## src/rtl/cfg_space_pkg.sv

```systemverilog
// Package: constants shared by the configuration-space decoder.
// Assumes word addressing (byte address bits 23..2).
package cfg_space_pkg;
    localparam logic [5:0]  CFG_AM      = 6'h2F;
    localparam int          PAGE_LO_BIT = 19;          // byte address bit of page base
    localparam logic [16:0] W_BAR       = 17'h1FFFF;   // byte 0x7FFFF
    localparam logic [16:0] W_BITSET    = 17'h1FFFE;   // byte 0x7FFFB
    localparam logic [16:0] W_BITCLR    = 17'h1FFFD;   // byte 0x7FFF7
    localparam logic [16:0] W_IRQ_VEC   = 17'h1FFD7;   // byte 0x7FF5F
    localparam logic [16:0] W_IRQ_LVL   = 17'h1FFD6;   // byte 0x7FF5B
    localparam int          BIT_ENABLE  = 4;
    localparam int          BIT_RESET   = 7;
endpackage

```

## src/rtl/cfg_geo_base.sv

```systemverilog
// Geographic base register: checks the geographic lines and registers the page base.
// The base is valid only with odd parity over geo+parity, not all ones and not zero.
// Assumes the geographic lines are already synchronised to clk.
module cfg_geo_base #(
    parameter int GEO_W = 5
) (
    input  logic             clk,
    input  logic             rst_n,
    input  logic [GEO_W-1:0] geo_addr,
    input  logic             geo_par,
    output logic [GEO_W-1:0] base,
    output logic             base_ok
);
    localparam logic [GEO_W-1:0] ALL_ONES = '1;

    logic geo_good;

    // Qualify the geography: odd parity, slot lines present, non-zero slot
    always_comb begin
        geo_good = (^{geo_addr, geo_par}) && (geo_addr != ALL_ONES) && (geo_addr != '0);
    end

    // Register the base, forcing it to zero on a faulty geography
    always_ff @(posedge clk) begin
        if (!rst_n) begin
            base    <= '0;
            base_ok <= 1'b0;
        end else begin
            base    <= geo_good ? geo_addr : '0;
            base_ok <= geo_good;
        end
    end

    AST_PARITY_REQUIRED: assert property (@(posedge clk) disable iff (!rst_n)
        $rose(base_ok) |-> $past(^{geo_addr, geo_par})) else $error("parity");
    AST_NO_BASE_ALL_ONES: assert property (@(posedge clk) disable iff (!rst_n)
        base_ok |-> base != ALL_ONES) else $error("all ones");
    AST_OK_NONZERO_BASE: assert property (@(posedge clk) disable iff (!rst_n)
        base_ok |-> base != '0) else $error("zero base");
endmodule

```

## src/rtl/cfg_rom.sv

```systemverilog
// Configuration ROM: combinational byte lookup, content computed from the word index.
// Word 7 and word 8 hold the two marker characters; everything else follows the seed.
module cfg_rom #(
    parameter int         ROM_WORDS = 1024,
    parameter logic [7:0] ROM_SEED  = 8'hA5,
    localparam int        IDX_W     = $clog2(ROM_WORDS)
) (
    input  logic [IDX_W-1:0] idx,
    output logic [7:0]       data
);
    // Compute the byte held at a word index
    always_comb begin
        if (idx == IDX_W'(7))      data = 8'h43;
        else if (idx == IDX_W'(8)) data = 8'h52;
        else                       data = idx[7:0] ^ ROM_SEED;
    end
endmodule

```

## src/rtl/cfg_csr_bank.sv

```systemverilog
// Control/status registers and default user registers of the configuration page.
// Only the live byte (lane 3) is presented here. The reset bit produces a pulse and is never stored.
module cfg_csr_bank
    import cfg_space_pkg::*;
#(
    parameter int GEO_W = 5
) (
    input  logic             clk,
    input  logic             rst_n,
    input  logic             wr_en,
    input  logic [16:0]      word,
    input  logic [7:0]       wbyte,
    input  logic [GEO_W-1:0] base,
    output logic [7:0]       rbyte,
    output logic             mod_reset,
    output logic [7:0]       irq_level,
    output logic [7:0]       irq_vector
);
    logic enable_q;

    // Write path for enable, the user registers and the reset pulse
    always_ff @(posedge clk) begin
        if (!rst_n) begin
            enable_q   <= 1'b0;
            irq_level  <= '0;
            irq_vector <= '0;
            mod_reset  <= 1'b0;
        end else begin
            mod_reset <= wr_en && (word == W_BITSET) && wbyte[BIT_RESET];
            if (wr_en && word == W_BITSET && wbyte[BIT_ENABLE]) enable_q <= 1'b1;
            else if (wr_en && word == W_BITCLR && wbyte[BIT_ENABLE]) enable_q <= 1'b0;
            if (wr_en && word == W_IRQ_LVL) irq_level  <= wbyte;
            if (wr_en && word == W_IRQ_VEC) irq_vector <= wbyte;
        end
    end

    // Read mux for the register words; unknown words return zero
    always_comb begin
        rbyte = '0;
        case (word)
            W_BAR:               rbyte = 8'({base, 3'b000});
            W_BITSET, W_BITCLR:  rbyte = 8'(enable_q) << BIT_ENABLE;
            W_IRQ_LVL:           rbyte = irq_level;
            W_IRQ_VEC:           rbyte = irq_vector;
            default:             rbyte = '0;
        endcase
    end

    AST_RESET_SINGLE_CYCLE: assert property (@(posedge clk) disable iff (!rst_n)
        mod_reset |=> !mod_reset) else $error("reset pulse");
    AST_LEVEL_HOLD: assert property (@(posedge clk) disable iff (!rst_n)
        !$past(wr_en) |-> $stable(irq_level) && $stable(irq_vector)) else $error("user reg");
endmodule

```

## src/rtl/cfg_space_decoder.sv

```systemverilog
// Top: matches configuration-space accesses against the geographic page, selects
// the ROM or the register bank, and registers the acknowledge and read data.
// Assumes one request per cycle at most, with the inputs stable at the clock edge.
module cfg_space_decoder
    import cfg_space_pkg::*;
#(
    parameter int         GEO_W     = 5,
    parameter int         DATA_W    = 32,
    parameter int         ROM_WORDS = 1024,
    parameter logic [7:0] ROM_SEED  = 8'hA5
) (
    input  logic              clk,
    input  logic              rst_n,
    input  logic [GEO_W-1:0]  geo_addr,
    input  logic              geo_par,
    input  logic              req_valid,
    input  logic [21:0]       req_addr,
    input  logic [5:0]        req_am,
    input  logic [DATA_W-1:0] req_wdata,
    input  logic [3:0]        req_be,
    input  logic              req_we,
    output logic              rsp_ack,
    output logic [DATA_W-1:0] rsp_rdata,
    output logic              mod_reset,
    output logic [7:0]        irq_level,
    output logic [7:0]        irq_vector
);
    localparam int IDX_W    = $clog2(ROM_WORDS);
    localparam int PAGE_TOP = 21;
    localparam int PAGE_BOT = PAGE_LO_BIT - 2;

    logic [GEO_W-1:0] base;
    logic             base_ok;
    logic             hit;
    logic [16:0]      word;
    logic             rom_sel;
    logic [7:0]       rom_byte;
    logic [7:0]       csr_byte;
    logic [7:0]       live_byte;

    cfg_geo_base #(.GEO_W(GEO_W)) u_geo (
        .clk(clk), .rst_n(rst_n), .geo_addr(geo_addr), .geo_par(geo_par),
        .base(base), .base_ok(base_ok)
    );

    // Decode page, modifier and region of the current request
    always_comb begin
        word    = req_addr[PAGE_BOT-1:0];
        hit     = req_valid && base_ok && (req_am == CFG_AM)
                  && (req_addr[PAGE_TOP:PAGE_BOT] == base);
        rom_sel = (word < 17'(ROM_WORDS));
    end

    cfg_rom #(.ROM_WORDS(ROM_WORDS), .ROM_SEED(ROM_SEED)) u_rom (
        .idx(word[IDX_W-1:0]), .data(rom_byte)
    );

    cfg_csr_bank #(.GEO_W(GEO_W)) u_csr (
        .clk(clk), .rst_n(rst_n),
        .wr_en(hit && req_we && req_be[3]),
        .word(word), .wbyte(req_wdata[7:0]), .base(base),
        .rbyte(csr_byte), .mod_reset(mod_reset),
        .irq_level(irq_level), .irq_vector(irq_vector)
    );

    // Pick the live lane content for a read
    always_comb begin
        live_byte = rom_sel ? rom_byte : csr_byte;
    end

    // Register the response: one-cycle acknowledge, only lane 3 carries data
    always_ff @(posedge clk) begin
        if (!rst_n) begin
            rsp_ack   <= 1'b0;
            rsp_rdata <= '0;
        end else begin
            rsp_ack   <= hit;
            rsp_rdata <= (hit && !req_we && req_be[3]) ? DATA_W'(live_byte) : '0;
        end
    end

    AST_ACK_NEEDS_CFG_AM: assert property (@(posedge clk) disable iff (!rst_n)
        rsp_ack |-> $past(req_am) == CFG_AM) else $error("am");
    AST_ACK_NEEDS_PAGE: assert property (@(posedge clk) disable iff (!rst_n)
        rsp_ack |-> $past(req_addr[PAGE_TOP:PAGE_BOT]) == $past(base) && $past(base_ok)) else $error("page");
    AST_UPPER_LANES_ZERO: assert property (@(posedge clk) disable iff (!rst_n)
        rsp_rdata[DATA_W-1:8] == '0) else $error("lanes");
    AST_ACK_FOLLOWS_REQ: assert property (@(posedge clk) disable iff (!rst_n)
        rsp_ack |-> $past(req_valid)) else $error("ack");
endmodule

```

## config.mk

```make
export PLATFORM = sky130hd
export DESIGN_NAME = cfg_space_decoder
export DESIGN_NICKNAME = d
export VERILOG_FILES = /design/src/rtl/cfg_space_pkg.sv /design/src/rtl/cfg_geo_base.sv /design/src/rtl/cfg_rom.sv /design/src/rtl/cfg_csr_bank.sv /design/src/rtl/cfg_space_decoder.sv
export SDC_FILE = /design/constraint.sdc
export NUM_CORES = 1
export LEC_CHECK = 0
export ABC_CLOCK_PERIOD_IN_PS = 2160
export BUFFER_PORTS_ARGS = -buffer_cell sky130_fd_sc_hd__buf_2
export CORE_MARGIN = 2
export CORE_UTILIZATION = 42
export DETAILED_ROUTE_END_ITERATION = 10
export MAX_ROUTING_LAYER = met4
export PLACE_DENSITY = 0.93
export SLEW_MARGIN = 15
export SYNTH_ARGS = -nofsm -noshare
export SYNTH_HDL_FRONTEND = slang
export SYNTH_SLANG_ARGS = --single-unit
export TNS_END_PERCENT = 20
```

## constraint.sdc

```tcl
create_clock -name clk -period 2.16 [get_ports clk]
set_input_delay 0.432 -clock clk [delete_from_list [all_inputs] [get_ports clk]]
set_output_delay 0.432 -clock clk [all_outputs]
set_load 0.01 [all_outputs]
```

==> results.env <==
OUTCOME='completed'
ANTENNA_FOUND_INITIAL=0
VIAS_POST_DR=1698
HOLD_PATH_CLASS='in2reg'
SYNTH_ENABLE_FLOP_CELLS=0
LAYOUT.CORE_UTILIZATION_PCT=56.3
POSTCTSRESIZEDCELLS=0
AREA.SEQUENTIAL_UM2=661
HOLD_BUFFERS=0
YOSYSSEQAREASHARE_PCT=36.2
MULTI_INPUT_AREA_UM2=1030
DP.CELLS=317
HOLD_PATH_STARTPOINT='geo_addr[0]'
CTS_TREE='yes'
SYNTH_COMMON_CELLS='sky130_fd_sc_hd__dfxtp_1 (33), sky130_fd_sc_hd__buf_4 (25), sky130_fd_sc_hd__nor2b_1 (18)'
FINALMAXSLEWVIOLATIONS=0
GROUTE.USAGE.OVERALL_PCT=19.7
STDCELL_AREA_UM2=2300
POST_CTS.REPAIR.SETUP_BUFFERS=0
CTS_MAX_LEVEL=2
FINALHOLDVIOLCOUNT=0
FIRSTDRTPASSITERS=4
SETUP-VIOLATIONS-FINAL=0
WORST_CLOCK_SKEW_NS=0.00150
WIRE_LENGTH_OF_THE_FIRST_GLOBAL_ROUTING_PASS_UM=7530
WORSTPATHARRIVAL_NS=1.94
POST_SYNTH_MAIN_AREA_CONTRIBUTORS='sky130_fd_sc_hd__dfxtp_1 (36%), sky130_fd_sc_hd__buf_4 (10%), sky130_fd_sc_hd__mux2i_1 (8.8%)'
RSZ_0062_RAISED_AFTER_GLOBAL_ROUTING='false'
CLOCK_INSERTION_DELAY_WORST_SKEW_NS=0.28
VIAS_IN_THE_FIRST_GLOBAL_ROUTE=1676
SYN-MEAN-INSTANCE-AREA_UM2=9.49
CORE_REGION_AREA_UM2=4090
NNETSFINAL=348
YOSYSTOPAREACELLSHARE_PCT=36.2
POSTROUTEWIRELENGTH_UM=4620
DESIGN.DIE.AREA_UM2=4880
ANTENNA_CELLS=0
CTS.CLK_SLEW.WORST_PATHS_NS=0.07
FP.DIEW_UM=69.9
PORT-BUFFER-COUNT=72
INITIAL_UTILIZATION_PCT=44.6
FINAL.PERIOD_UTILIZATION_PCT=82.6
HOLDPATHSTAGES=2
POSTSYNTH.TOPFLOPCELL='sky130_fd_sc_hd__dfxtp_1'
FMAXACHIEVABLE_MHz=560
INITIALDRTVIOLATIONCOUNT=169
FLOP_AND_LATCH_COUNT_OUT_OF_SYNTHESIS=33
GRT_MAX_DEGREE=21
CHIPHEIGHT_UM=69.9
VDD.IR_DROP.WORST_V=0.000280
CP_SLOWEST_STAGE_DELAY_NS=0.57
SYNTH-WARNING-COUNT=0
WORST_R2R_STARTPOINT='u_geo.base[1]'
REMAINING_DRC_ERRORS=0
FIN_SETUP_TNS_NS=0
SETUP.WORST_PATH.END_CLASS='register'
IOS=124
POWER_DENSITY_nW_PER_UM2=607
FINAL_CELLS=325
YS_ASYNC_SR_FRACTION_PCT=0
ROUTE.DETAILED.VIAS_PER_INST=5.22
SETUP.WORST_PATH.START_CLASS='primary input'
CP-STARTPOINT='req_addr[6]'
MAXCAPVIOLCOUNT=0
FINAL_PERIOD_MINUS_WORST_SETUP_SLACK_NS=1.79
CLOCKBUFFERDEPTH=2
WIRE_LENGTH_PER_CELL_AFTER_DETAILED_ROUTING_UM=14.2
SYNTH.LARGEST_AREA_CELL='sky130_fd_sc_hd__dfxtp_1'
AREA_GROWTH_SYN_TO_LAYOUT_PCT=26.3
SYNTH_CELLS=192
PLACE.DETAILED.HPWL_UM=3690
GR-TOTAL-OVERFLOW=0
REQUIRED_TIME_OF_THE_CRITICAL_PATH_NS=2.32
STD_CELL_ROWS=23
CTS_ROOT_BUFFER='sky130_fd_sc_hd__clkbuf_8'
SYNTH_CELL_TYPES=39
WORST-PATH-MAX-FANOUT=3
DPL_CELL_AREA_UM2=2190
ANTENNA_LEFT=0
LEAKAGE_POWER_OF_THE_DESIGN_nW=1.12
FILLERINSTANCES=388
TIMING.CRITICAL_PATH.CELLS='buf_2 > or4_4 > nor4_1 > nor2_1 > o21ai_0 > a21oi_1'
TIMING_WORST_SETUP_PATH_TYPE='in2reg'
PLACE.GP.CONGESTION=0.968
CRITICAL-PATH-SLOWEST-CELL='sky130_fd_sc_hd__or4_4'
FINAL_LAYOUT_SIZE_SUFFIX_GT1_SHARE_PCT=36.0
CTS_NUM_SINKS=33
NETLIST_AREA_UM2=1820
NUMBER_OF_BUFFERS_CREATED_BY_CTS=5
SYNTHMOSTINSTANTIATEDCELL='sky130_fd_sc_hd__dfxtp_1'
R2R_CELLS=6
cell families (layout without fill, tap and decap cells):
group | after synthesis | after routing | synth area share (%)
flops | 33 | 33 | 36.2
buf+inv | 30 | 90 | 11.7
mux | 16 | 16 | 8.78
other cells | 1 | 24 | 0.206
simple gates | 75 | 75 | 27.8
xor+xnor | 10 | 10 | 4.80
compound gates | 27 | 27 | 10.4
layout make-up:
class / instances / area share [%]
Sequential cell: 33 / 28.7
Clock buffer: 7 / 3.75
Tap cell: 50 / 2.72
Timing Repair Buffer: 80 / 18.3
Clock inverter: 1 / 1.30
Inverter: 2 / 0.326
Multi-Input combinational cell: 152 / 44.9
final timing paths:
path | endpoint | slack [ns]
max | rsp_rdata[0] | 0.37
min | u_geo.base[0] | 0.40
max reg2reg | u_csr.irq_vector[6] | 0.44
min reg2reg | rsp_rdata[2] | 0.49
metrics by stage:
step | total power, W | setup slack (ns) | hold slack, ns
final | 0.00140 | 0.375 | 0.402
after global routing | 0.00145 | 0.301 | 0.406
after CTS | 0.00141 | 0.407 | 0.394
after detailed placement | 0.000810 | 0.117 | 0.478
after global placement | 0.000804 | 0.138 | 0.463
after floorplan | 0.000761 | 0.360 | 0.467
critical path, delay by kind of cell:
family | cells | cell delay [ns]
buf+inv | 1 | 0.12
compound gates | 2 | 0.31
simple gates | 3 | 1.07
power by group:
| group | internal [W] | switching [W] | total (W) |
|---|---|---|---|
| logic | 0.0000741 | 0.0000930 | 0.000167 |
| clock network | 0.000376 | 0.000224 | 0.000600 |
| registers | 0.000622 | 0.00000794 | 0.000630 |
| total | 0.00107 | 0.000325 | 0.00140 |
registers in the layout, summed over array words and instances (netlist names):
register / count
u_csr.mod_reset: 1
u_geo.base: 5
u_csr.irq_level: 8
rsp_rdata: 8
u_csr.enable_q: 1
u_geo.base_ok: 1
u_csr.irq_vector: 8
rsp_ack: 1
per-layer routing:
layer  global-route usage, %  vias up  routed length, um
met3                    8.08        8                472
li1                        -      810                  -
met5                       -        -                  0
met2                    32.8       96               2320
met1                    21.5      784               1780
met4                    6.20        0                 42
cells in the final DEF, fill, tap and decap left out, types with 4 or more instances in the layout:
cell	n
sky130_fd_sc_hd__o21ai_0	4
sky130_fd_sc_hd__nor4_1	4
sky130_fd_sc_hd__and2_1	6
sky130_fd_sc_hd__mux2i_1	16
sky130_fd_sc_hd__conb_1	24
sky130_fd_sc_hd__nand2_1	10
sky130_fd_sc_hd__nand3_1	4
sky130_fd_sc_hd__clkbuf_8	6
sky130_fd_sc_hd__buf_2	72
sky130_fd_sc_hd__nor3_1	6
sky130_fd_sc_hd__buf_4	8
sky130_fd_sc_hd__nor2_1	4
sky130_fd_sc_hd__xnor2_1	6
sky130_fd_sc_hd__xor2_1	4
sky130_fd_sc_hd__dfxtp_1	33
sky130_fd_sc_hd__a21oi_1	9
sky130_fd_sc_hd__a22oi_1	6
sky130_fd_sc_hd__nand4_1	5
sky130_fd_sc_hd__nor2b_1	18
(Power assumes the default switching activity.)
